File: config.mk
export PLATFORM = sky130hd
export DESIGN_NAME = multimode_timer
export DESIGN_NICKNAME = d
export VERILOG_FILES = /design/src/rtl/mmt_pkg.sv /design/src/rtl/mmt_prescaler.sv /design/src/rtl/mmt_core.sv /design/src/rtl/multimode_timer.sv
export SDC_FILE = /design/constraint.sdc
export NUM_CORES = 1
export LEC_CHECK = 0
export BUFFER_PORTS_ARGS = -buffer_cell sky130_fd_sc_hd__buf_2
export CORE_MARGIN = 2
export CORE_UTILIZATION = 50
export DETAILED_ROUTE_END_ITERATION = 8
export PLACE_DENSITY = 0.79
export REMOVE_ABC_BUFFERS = 1
export SETUP_SLACK_MARGIN = 0.4
export SLEW_MARGIN = 20
export SYNTH_ARGS = -nofsm -noshare
export SYNTH_HDL_FRONTEND = slang
export SYNTH_SLANG_ARGS = --single-unit
File: constraint.sdc
create_clock -name clk -period 3.14 [get_ports clk]
set_input_delay 0.314 -clock clk [delete_from_list [all_inputs] [get_ports clk]]
set_output_delay 0.314 -clock clk [all_outputs]
set_load 0.01 [all_outputs]
File: src/rtl/mmt_pkg.sv
package mmt_pkg;

    typedef enum logic [1:0] {
        MODE_ON_DELAY  = 2'd0,
        MODE_OFF_DELAY = 2'd1,
        MODE_RETAIN    = 2'd2
    } mmt_mode_e;

    typedef enum logic [1:0] {
        ST_IDLE   = 2'd0,
        ST_TIMING = 2'd1,
        ST_DONE   = 2'd2,
        ST_HOLD   = 2'd3
    } mmt_state_e;

endpackage

File: src/rtl/mmt_prescaler.sv
module mmt_prescaler #(
    parameter int CLK_HZ = 100_000_000
) (
    input  logic       clk,
    input  logic       rst_n,
    input  logic [1:0] base_sel_i,
    input  logic       run_i,
    input  logic       clr_i,
    output logic       tick_o
);
    localparam int CW = $clog2(CLK_HZ) + 1;
    localparam logic [CW-1:0] LIM_FINE   = CW'(CLK_HZ / 100 - 1);
    localparam logic [CW-1:0] LIM_MID    = CW'(CLK_HZ / 10 - 1);
    localparam logic [CW-1:0] LIM_COARSE = CW'(CLK_HZ - 1);

    logic [CW-1:0] lim;
    logic [CW-1:0] cnt_q;
    logic [CW-1:0] cnt_d;

    always_comb begin
        case (base_sel_i)
            2'd0:    lim = LIM_FINE;
            2'd1:    lim = LIM_MID;
            default: lim = LIM_COARSE;
        endcase
    end

    always_comb begin
        cnt_d = cnt_q;
        if (clr_i) begin
            cnt_d = '0;
        end else if (run_i) begin
            cnt_d = (cnt_q == lim) ? '0 : cnt_q + 1'b1;
        end
    end

    always_ff @(posedge clk or negedge rst_n) begin
        if (!rst_n) begin
            cnt_q <= '0;
        end else begin
            cnt_q <= cnt_d;
        end
    end

    assign tick_o = run_i && (cnt_q == lim);


    cnt_in_range_chk: assert property (@(posedge clk) disable iff (!rst_n)
        (!clr_i && $stable(base_sel_i)) |=> (cnt_q <= lim));


    phase_hold_chk: assert property (@(posedge clk) disable iff (!rst_n)
        (!run_i && !clr_i) |=> $stable(cnt_q));


    phase_restart_chk: assert property (@(posedge clk) disable iff (!rst_n)
        clr_i |=> (cnt_q == '0));

endmodule

File: src/rtl/mmt_core.sv
module mmt_core
    import mmt_pkg::*;
#(
    parameter int AW = 16
) (
    input  logic          clk,
    input  logic          rst_n,
    input  logic          rung_i,
    input  logic          clr_i,
    input  logic [1:0]    mode_i,
    input  logic [AW-1:0] preset_i,
    input  logic          tick_i,
    output logic          run_o,
    output logic          pclr_o,
    output logic          en_o,
    output logic          tt_o,
    output logic          dn_o,
    output logic [AW-1:0] acc_o
);
    mmt_mode_e     mode;
    mmt_state_e    st_q;
    mmt_state_e    st_d;
    logic [AW-1:0] acc_q;
    logic [AW-1:0] acc_d;
    logic [AW:0]   acc_inc;
    logic          at_preset;
    logic          reach_next;
    logic          en_q;

    always_comb begin
        case (mode_i)
            2'd1:    mode = MODE_OFF_DELAY;
            2'd2:    mode = MODE_RETAIN;
            default: mode = MODE_ON_DELAY;
        endcase
    end

    assign acc_inc    = {1'b0, acc_q} + {{AW{1'b0}}, 1'b1};
    assign at_preset  = (acc_q >= preset_i);
    assign reach_next = (acc_inc >= {1'b0, preset_i});

    // next-state and accumulator logic
    always_comb begin
        st_d  = st_q;
        acc_d = acc_q;
        if (clr_i) begin
            st_d  = ST_IDLE;
            acc_d = '0;
        end else begin
            unique case (mode)
                MODE_ON_DELAY: begin
                    if (!rung_i) begin
                        st_d  = ST_IDLE;
                        acc_d = '0;
                    end else begin
                        unique case (st_q)
                            ST_TIMING: begin
                                if (tick_i) begin
                                    acc_d = acc_inc[AW-1:0];
                                    st_d  = reach_next ? ST_DONE : ST_TIMING;
                                end
                            end
                            ST_DONE: st_d = ST_DONE;
                            ST_IDLE,
                            ST_HOLD: st_d = at_preset ? ST_DONE : ST_TIMING;
                        endcase
                    end
                end
                MODE_OFF_DELAY: begin
                    if (rung_i) begin
                        st_d  = ST_DONE;
                        acc_d = '0;
                    end else begin
                        unique case (st_q)
                            ST_DONE: st_d = (preset_i == '0) ? ST_IDLE : ST_TIMING;
                            ST_TIMING: begin
                                if (tick_i) begin
                                    acc_d = acc_inc[AW-1:0];
                                    st_d  = reach_next ? ST_IDLE : ST_TIMING;
                                end
                            end
                            ST_IDLE,
                            ST_HOLD: st_d = ST_IDLE;
                        endcase
                    end
                end
                MODE_RETAIN: begin
                    if (rung_i) begin
                        unique case (st_q)
                            ST_DONE: st_d = ST_DONE;
                            ST_TIMING: begin
                                if (tick_i) begin
                                    acc_d = acc_inc[AW-1:0];
                                    st_d  = reach_next ? ST_DONE : ST_TIMING;
                                end
                            end
                            ST_IDLE,
                            ST_HOLD: st_d = at_preset ? ST_DONE : ST_TIMING;
                        endcase
                    end else begin
                        unique case (st_q)
                            ST_DONE: st_d = ST_DONE;
                            ST_IDLE,
                            ST_TIMING,
                            ST_HOLD: st_d = (acc_q == '0) ? ST_IDLE : ST_HOLD;
                        endcase
                    end
                end
            endcase
        end
    end

    // state register
    always_ff @(posedge clk or negedge rst_n) begin
        if (!rst_n) begin
            st_q  <= ST_IDLE;
            acc_q <= '0;
            en_q  <= 1'b0;
        end else begin
            st_q  <= st_d;
            acc_q <= acc_d;
            en_q  <= rung_i;
        end
    end

    // outputs
    always_comb begin
        tt_o   = (st_q == ST_TIMING);
        dn_o   = (st_q == ST_DONE) || ((mode == MODE_OFF_DELAY) && (st_q == ST_TIMING));
        run_o  = (st_q == ST_TIMING) && ((mode == MODE_OFF_DELAY) ? !rung_i : rung_i);
        pclr_o = clr_i || ((st_q != ST_TIMING) && (acc_q == '0));
        en_o   = en_q;
        acc_o  = acc_q;
    end


    on_delay_sat_chk: assert property (@(posedge clk) disable iff (!rst_n)
        ((mode == MODE_ON_DELAY) && $stable(preset_i)) |-> (acc_q <= preset_i));


    on_delay_drop_chk: assert property (@(posedge clk) disable iff (!rst_n)
        ((mode == MODE_ON_DELAY) && !rung_i && !clr_i) |=> ((acc_o == '0) && !dn_o));


    off_delay_done_chk: assert property (@(posedge clk) disable iff (!rst_n)
        ((mode == MODE_OFF_DELAY) && tt_o) |-> dn_o);


    retain_hold_chk: assert property (@(posedge clk) disable iff (!rst_n)
        ((mode == MODE_RETAIN) && !rung_i && !clr_i) |=> $stable(acc_q));


    retain_latch_chk: assert property (@(posedge clk) disable iff (!rst_n)
        ((mode == MODE_RETAIN) && (st_q == ST_DONE) && !clr_i) |=> dn_o);


    clear_chk: assert property (@(posedge clk) disable iff (!rst_n)
        clr_i |=> ((acc_o == '0) && !tt_o && !dn_o));

endmodule

File: src/rtl/multimode_timer.sv
module multimode_timer #(
    parameter int CLK_HZ = 100_000_000,
    parameter int AW     = 16
) (
    input  logic          clk,
    input  logic          rst_n,
    input  logic          rung_i,
    input  logic          acc_clr_i,
    input  logic [1:0]    mode_i,
    input  logic [1:0]    base_sel_i,
    input  logic [AW-1:0] preset_i,
    output logic          en_o,
    output logic          tt_o,
    output logic          dn_o,
    output logic [AW-1:0] acc_o
);
    logic tick;
    logic run;
    logic pclr;

    mmt_prescaler #(.CLK_HZ(CLK_HZ)) u_presc (
        .clk        (clk),
        .rst_n      (rst_n),
        .base_sel_i (base_sel_i),
        .run_i      (run),
        .clr_i      (pclr),
        .tick_o     (tick)
    );

    mmt_core #(.AW(AW)) u_core (
        .clk      (clk),
        .rst_n    (rst_n),
        .rung_i   (rung_i),
        .clr_i    (acc_clr_i),
        .mode_i   (mode_i),
        .preset_i (preset_i),
        .tick_i   (tick),
        .run_o    (run),
        .pclr_o   (pclr),
        .en_o     (en_o),
        .tt_o     (tt_o),
        .dn_o     (dn_o),
        .acc_o    (acc_o)
    );

endmodule

==> results of run 1 <==
state kept, by name, summed over array words and instances (netlist names):
signal	flops
u_core.st_q	2
u_presc.cnt_q	28
u_core.en_o	1
u_core.acc_o	16
Yosys cell counts (all sizes together) (3+ instances only):
cell / count
nor4: 9
ha: 40
nor3: 7
nand2: 46
a31oi: 9
nor2b: 6
or4: 4
o211ai: 4
nand3b: 3
mux2i: 3
buf: 13
a21oi: 19
xnor2: 9
o21ai: 68
and2: 8
a21o: 8
xor2: 5
dfrtp: 47
clkbuf: 8
o31ai: 12
and3: 14
inv: 27
nand3: 21
and4: 5
a22o: 5
nand2b: 3
nand4: 14
nor2: 18
critical path, cell delays in order (launching register included):
cell	delay [ns]
sky130_fd_sc_hd__dfrtp_1	0.37
sky130_fd_sc_hd__nand3_2	0.12
sky130_fd_sc_hd__nor4_4	0.33
sky130_fd_sc_hd__nand2_1	0.13
sky130_fd_sc_hd__or3_4	0.40
sky130_fd_sc_hd__xnor2_2	0.15
sky130_fd_sc_hd__ha_1	0.31
sky130_fd_sc_hd__nand3_2	0.12
sky130_fd_sc_hd__nor2_1	0.09
sky130_fd_sc_hd__a2111oi_4	0.31
sky130_fd_sc_hd__o2111ai_4	0.19
sky130_fd_sc_hd__mux2i_1	0.19
sky130_fd_sc_hd__o2bb2ai_1	0.08
sky130_fd_sc_hd__a311oi_1	0.27
layout by cell type (no fill, tap or decap), drive strengths merged, types with 3 or more instances in the layout:
cell / netlist / layout
a21o: 8 / 8
a21oi: 19 / 19
a22o: 5 / 5
a31oi: 9 / 9
and2: 8 / 8
and3: 14 / 14
and4: 5 / 5
buf: 13 / 75
clkbuf: 8 / 5
dfrtp: 47 / 47
ha: 40 / 40
inv: 27 / 27
mux2i: 3 / 3
nand2: 46 / 46
nand2b: 3 / 3
nand3: 21 / 21
nand3b: 3 / 3
nand4: 14 / 14
nor2: 18 / 18
nor2b: 6 / 6
nor3: 7 / 7
nor4: 9 / 9
o211ai: 4 / 4
o21ai: 68 / 68
o31ai: 12 / 12
or4: 4 / 4
xnor2: 9 / 9
xor2: 5 / 5
cells by family (layout without fill, tap and decap cells):
logic type | count (synthesis) | after routing | share of synthesized area [%]
simple gates | 170 | 170 | 24.54
buf+inv | 48 | 109 | 5.309
flops | 47 | 47 | 30.43
xor+xnor | 14 | 14 | 3.173
mux | 3 | 3 | 0.7770
fa+ha+maj | 40 | 40 | 12.95
compound gates | 144 | 144 | 22.82
per-layer routing:
layer  track usage, %  wire length, µm  vias up
met2            40.93             5016      152
met1            32.53             4511     1864
li1                 -                -     1860
met3            2.629              640       15
met4            8.209              157        0
met5                0                0        -
per-stage QoR:
stage	cell area, µm²	util [%]	hold slack, ns	setup slack (ns)
floorplan	3761	-	0.01841	-0.2163
global route	4594	60.39	0.04874	-0.1201
detailed placement	4309	56.64	0.3448	-0.2129
finish	4594	60.39	-0.001794	-0.02310
CTS	4487	58.98	0.01358	0.06106
global placement	4309	56.64	0.3411	-0.07702
area by class of cell:
type | count | area [µm²]
fillers | 649 | 3013
multi-input cells | 371 | 2636
flip-flops and latches | 47 | 1176
repair buffers | 75 | 470.5
well taps | 102 | 127.6
inverters | 27 | 101.3
clock buffers | 5 | 68.82
clock inverters | 2 | 13.76
power by group:
part           leakage, nW  switching (W)  internal (W)
clock               0.0440       0.000205      0.000153
sequential           0.654     0.00000302      0.000608
combinational         1.55       0.000103     0.0000605
total                 2.25       0.000311      0.000821
final timing paths:
| check | slack, ns | to | from | cells after the start |
|---|---|---|---|---|
| worst min register to register | 0.49 | u_presc.cnt_q[5] | u_presc.cnt_q[5] | 1 |
| worst max-delay path | -0.02 | u_core.st_q[0] | u_core.acc_o[0] | 13 |
| min in group clk | 0.19 | u_core.en_o | rung_i | 1 |
| worst max register to register | -0.02 | u_core.st_q[0] | u_core.acc_o[0] | 13 |
| max in group asynchronous | 2.40 | u_presc.cnt_q[5] | rst_n | 2 |
| worst min-delay path | -0.002 | u_presc.cnt_q[14] | rst_n | 1 |
repair_timing:
action | in CTS | in global routing
pin swaps | 9 | 10
setup buffers | 3 | 2
gates resized for setup | 14 | 16
endpoints found under the setup margin | 2 | 27
hold buffers | 0 | 0
==> reports/summary.md, run 1 <==
The run finished, with violations left. The checks that failed: hold timing, setup timing. The run gives 60.36% as the worst slew margin relative to its limit.

The root buffer cell was sky130_fd_sc_hd__clkbuf_8. The number of antenna diodes in the final layout is 0. After detailed routing, the number of vias per cell comes to 6.186. At the end of routability-driven placement, the weighted congestion stood at 0.9469. Yosys printed 0 warnings. The first global-routing pass estimated 16.79 mm of wire. The number of detailed-routing iterations run before antenna repair is 5, and the setup TNS after final layout is -0.02310 ns.

The run gives 6 as the count of final hold-check violations. The tree built by TritonCTS fans out to 47 sinks. The final antenna-violating net count came out at 0. The logs give 629 for the final instance count without filler cells and -0.02310 ns for the post-layout worst setup margin. The core region is 7607 µm². For this run the aggregate overflow at the end of global routing stands at 0.

The run gives 2 as the deepest level of the CTS H-tree. The clock passes through at most 2 buffers. The floorplan step defined a die boundary enclosing 8449 µm². Clock skew on the completed layout was measured at 0.009468 ns. The final period demand of the worst path is 3.163 ns.

The area growth from synthesis to layout came out at 18.87%. Dividing total power by cell area gives a power density of 246.2 nW/µm². The critical path required time was 3.34 ns. The detailed-route wire length per cell was 16.41 µm; the number of standard-cell rows in the floorplan was 32. The number of remaining DRC errors is 0, and the total number of vias is 3891. Type of the tightest min-delay check: in2async.

The count of input and output buffers was 42. For the arrival time reported for the critical path endpoint, the log shows 3.36 ns. For this block, the initial DRC count from the detailed router was 351. The average instance in the mapped netlist occupies 8.294 µm². Summed over all instances, the cell type with the most area after synthesis is sky130_fd_sc_hd__dfrtp_1. The post-synthesis instance total came out at 466.

The share of synthesized area in the top cell type comes to 30.43%. After detailed placement, the design holds a cell count of 617. The insertion delay to the later sink of the worst-skew pair was 0.30 ns; the maximum fanout encountered on the critical timing path was 4.

The peak supply drop was 0.0001833 V. For the global routing usage summed across all routing layers, the log shows 24.25%. Sorting the synthesized cells by area gives the leading types as sky130_fd_sc_hd__dfrtp_1, sky130_fd_sc_hd__ha_1, sky130_fd_sc_hd__o21ai_0, sky130_fd_sc_hd__nand2_1, sky130_fd_sc_hd__inv_1. The fraction of synthesis flops using an asynchronous set or reset pin works out to 100.0%. The share of the yosys chip area belonging to registers came out at 30.43%. For the number of pins exceeding their max-slew limit in the final report, the log shows 0.

Number of antenna violations at the first check in global routing: 0. The effective utilization at floorplan came out at 50.81%. TritonCTS built the clock tree.

For this run, the top clock speed supported by timing is 316.1 MHz. The post-route netlist has 21.06% of its cells at a drive strength greater than 1. After clock tree synthesis, the clock-pin slew on the worst setup and hold paths is 0.09 ns.

By startpoint and endpoint, the worst setup path is classified as reg2reg. The detailed-route wire length is 10.33 mm, and the max capacitance violation total is 0. The vertical die dimension was 91.92 µm. After synthesis the cells add up to 3865 µm². In this run, distinct cell masters in the synthesized netlist total 60. In this run, synthesis inferred 0 flip-flops with an integrated enable. In this run, synthesis produced a sequential element count of 47. The logs give 2.251 nW for the leakage dissipation and -0.001794 ns for the post-route worst hold slack.

Final clock period utilization by the worst path: 100.7%. The sum of internal, switching and leakage power was 0.001131 W; the horizontal die dimension was 91.92 µm. The total of endpoints with negative setup slack in the final report is 1, and the count of pins on the block boundary is 43.

The tools report the launching element type of the critical path as a flip-flop. TritonCTS created 5 clock buffers. The slew at the pin closest to its max-slew limit is 0.5892 ns.

The maximum number of pins on one net before global-route repair is 26. Setup repair after global routing could not meet its margin everywhere. The tools report the category of the worst setup path capture point as a flip-flop. The number of nets in the final layout is 591.

The tools report the placed wire-length estimate as 7.629 mm. The via count of the first global-routing pass came out at 3631. Among all flip-flop cells after synthesis, the most frequent one is sky130_fd_sc_hd__dfrtp_1.
Note: power is estimated with default switching activity, not from simulation.
==> run 2: changes to the inputs <==
--- a/config.mk
+++ b/config.mk
@@ -9,6 +9,7 @@
 export CORE_MARGIN = 2
 export CORE_UTILIZATION = 50
 export DETAILED_ROUTE_END_ITERATION = 8
+export MAX_ROUTING_LAYER = met4
 export PLACE_DENSITY = 0.79
 export REMOVE_ABC_BUFFERS = 1
 export SETUP_SLACK_MARGIN = 0.4
==> run 2 against run 1 <==
- the flow still finishes with violations (hold timing, setup timing)
- core utilization up 2.1 points
- clock power grew 29%
- largest cell class unchanged
- die area is the same
- power grew 9.5%
- largest power group unchanged
- count of clock-buffer cells in the layout unchanged
- worst setup slack worse by 0.015 ns
- flip-flop and latch count stayed put
- sequential power hardly changed
==> reports/summary.md, run 2 (synthesis gave the netlist of run 1 again) <==
Cells fill 62.52% of the core in the end. Entering global routing, the biggest net connects 26 pins. The number of hold-repair buffers added at the cts stage was 0. For the total number of vias, the log shows 4006.

The run gives 0 as the number of inserted diodes. The max capacitance violation total is 0. The tools report the area of the die as 8449 µm². The run finished, with violations left. The analysis attributes to cell leakage a power of 2.324 nW. Power comes to 0.001239 W. The signal on the critical path passes through nand2_2 > nor4_4 > nand2_1 > or3_4 > xnor2_4 > ha_4 > nand3_4 > or3_4 > o2111ai_4 > mux2i_1 > a2111o_1 > o21ai_1.

Global routing usage summed across all routing layers: 25.87%. STA classifies the critical path startpoint as a flip-flop. Setup violations remaining at the end of the flow were counted as 2. The tools report the worst slew margin relative to its limit as 59.80%. For the highest attainable clock frequency, the log shows 314.7 MHz. The insertion delay to the later sink of the worst-skew pair came out at 0.31 ns.

The run gives 17.39 mm as the wire length of the first global-routing pass. For the count of final hold-check violations, the log shows 12. The clock tree synthesis step divided the H-tree into 2 levels.

In the routed design, unresolved DRC markers number 0. After detailed routing, the number of vias per cell comes to 6.299. Register name with the most flops: u_presc.cnt_q.

Before antenna repair, the detailed router went through 6 iterations. The final reports fail on hold timing, setup timing. The most frequent cell on the critical path was sky130_fd_sc_hd__or3_4.

Effective utilization at floorplan: 50.81%. Data arrives at the worst endpoint at 3.42 ns. The clock-pin transition on the worst setup and hold timing paths was 0.10 ns. The slowest stage of the critical path is the sky130_fd_sc_hd__or3_4 cell. The horizontal die dimension was 91.92 µm; the setup TNS after final layout was -0.07293 ns. Of all nets on the critical path, the largest fanout is 4.

The final layout contains routed wiring with a total length of 11.17 mm. The area growth from synthesis to layout works out to 23.05%. Via count of the first global-routing pass: 3754. The tools report the root buffer cell as sky130_fd_sc_hd__clkbuf_8. The slew at the pin closest to its max-slew limit was 0.6030 ns; the count of clock tree sinks was 47.

The floorplan has 32 rows. TritonCTS built the clock tree. The delay of the slowest cell on the worst path came out at 0.41 ns. The run gives 0.0001891 V as the peak supply drop. The logs give 397 for the DRC marker count from the first detailed-route iteration and -0.2195 ns for the worst setup slack before clock tree synthesis. The type of the tightest min-delay check is in2async.

For this design the ratio of total power to cell area is 260.4 nW/µm². The tools report the post-layout worst setup margin as -0.03796 ns. The core region is 7607 µm². The run gives 597 as the number of nets in the final layout. Of the cells placed in the final design, the portion with a size suffix greater than 1 is 22.85%. In this run the vertical extent of the chip is 91.92 µm.

The logs give 0 for the final antenna-violating net count and 7.661 mm for the placed wire-length estimate. The tools report the number of antenna violations at the first check in global routing as 0. For the critical path required time, the log shows 3.38 ns.

The tools report the fill cell total of the finished layout as 626. The count of input and output buffers works out to 42. After detailed routing, the average wire length per cell comes to 17.57 µm. The residual overflow from global routing is 0, and the final clock period utilization by the worst path is 101.2%.

The post-route worst hold slack is -0.007510 ns, and the number of buffers and inverters on the critical path is 0. At the end of routability-driven placement, the weighted congestion stood at 0.9658. Commonest non-fill, non-tap cell in the layout: sky130_fd_sc_hd__o21ai_0. The tools report the count of pins on the block boundary as 43. The final period demand of the worst path was 3.178 ns. The category of the worst setup path capture point was a flip-flop. The flip-flop count of the largest register after layout is 28, and the clock skew after layout is 0.01076 ns.

The CTS buffer count came out at 5. Setup repair after global routing could not meet its margin everywhere. The library cells used most frequently in the layout, excluding fill and tap cells, are sky130_fd_sc_hd__o21ai_0, sky130_fd_sc_hd__dfrtp_1, sky130_fd_sc_hd__nand2_1, sky130_fd_sc_hd__buf_2, sky130_fd_sc_hd__ha_1. The maximum buffer depth of the clock tree was 2. The critical path's top delay family is simple AND/OR/NAND/NOR gates. The tools report the number of pins exceeding their max-slew limit in the final report as 0. The kind of critical path was reg2reg.
==> run 2: cell count changes in the layout (fill, tap and decap cells not counted), moves of 2 or more <==
cell                      change
sky130_fd_sc_hd__nand3_4      +2
sky130_fd_sc_hd__buf_6        +3
sky130_fd_sc_hd__nand3_2      -3
sky130_fd_sc_hd__ha_4         +3
sky130_fd_sc_hd__ha_1         -3
sky130_fd_sc_hd__xnor2_1      -2
sky130_fd_sc_hd__buf_4        +3
==> run 2: routing by layer <==
metal	share of wire, %	vias up	wire length [µm]	global-route usage [%]
met5	0	-	0	-
met4	2.0	0	229	6.965
met3	7.0	23	786	4.273
met2	49	179	5451	42.95
met1	42	1932	4706	33.00
li1	-	1872	-	-
==> run 2: worst register-to-register path, cell delays in order (launching register included) <==
cell	delay (ns)
sky130_fd_sc_hd__dfrtp_1	0.40
sky130_fd_sc_hd__nand2_2	0.09
sky130_fd_sc_hd__nor4_4	0.35
sky130_fd_sc_hd__nand2_1	0.15
sky130_fd_sc_hd__or3_4	0.42
sky130_fd_sc_hd__xnor2_4	0.16
sky130_fd_sc_hd__ha_4	0.30
sky130_fd_sc_hd__nand3_4	0.09
sky130_fd_sc_hd__or3_4	0.37
sky130_fd_sc_hd__o2111ai_4	0.26
sky130_fd_sc_hd__mux2i_1	0.11
sky130_fd_sc_hd__a2111o_1	0.36
sky130_fd_sc_hd__o21ai_1	0.07
==> run 2: power by group <==
group	internal (W)	switching, W
clock	0.000240	0.000221
sequential	0.000608	0.00000279
combinational	0.0000621	0.000106
total	0.000910	0.000329
==> run 2: what timing repair did <==
item | CTS | global route
pin swaps | 15 | 18
cloned | 0 | 0
setup buffers | 3 | 8
resized for setup | 17 | 25
setup endpoints to repair | 2 | 28
==> run 2: cell type report <==
type,instances,area [µm²],area share [%]
Timing Repair Buffer,81,526.8,11.08
Multi-Input combinational cell,371,2709,56.96
Clock buffer,5,68.82,1.447
Clock inverter,3,46.29,0.9734
Tap cell,102,127.6,2.683
Sequential cell,47,1176,24.73
Inverter,27,101.3,2.131
==> run 2: path summary, 6_finish.rpt <==
kind / from / to / slack [ns] / cells past startpoint
hold / removal: rst_n / u_presc.cnt_q[1] / -0.008 / 1
min in group clk: rung_i / u_core.en_o / 0.17 / 1
max in group asynchronous: rst_n / u_core.st_q[0] / 2.39 / 2
setup reg to reg: u_core.acc_o[4] / u_core.st_q[1] / -0.04 / 12
setup / recovery: u_core.acc_o[4] / u_core.st_q[1] / -0.04 / 12
hold reg to reg: u_presc.cnt_q[5] / u_presc.cnt_q[5] / 0.50 / 1
==> run 2: through the flow <==
step	std cells	cell area, µm²
6_report	636	4756
2_1_floorplan	445	3761
5_1_grt	636	4756
4_1_cts	628	4539
3_3_place_gp	617	4309
3_5_place_dp	617	4309
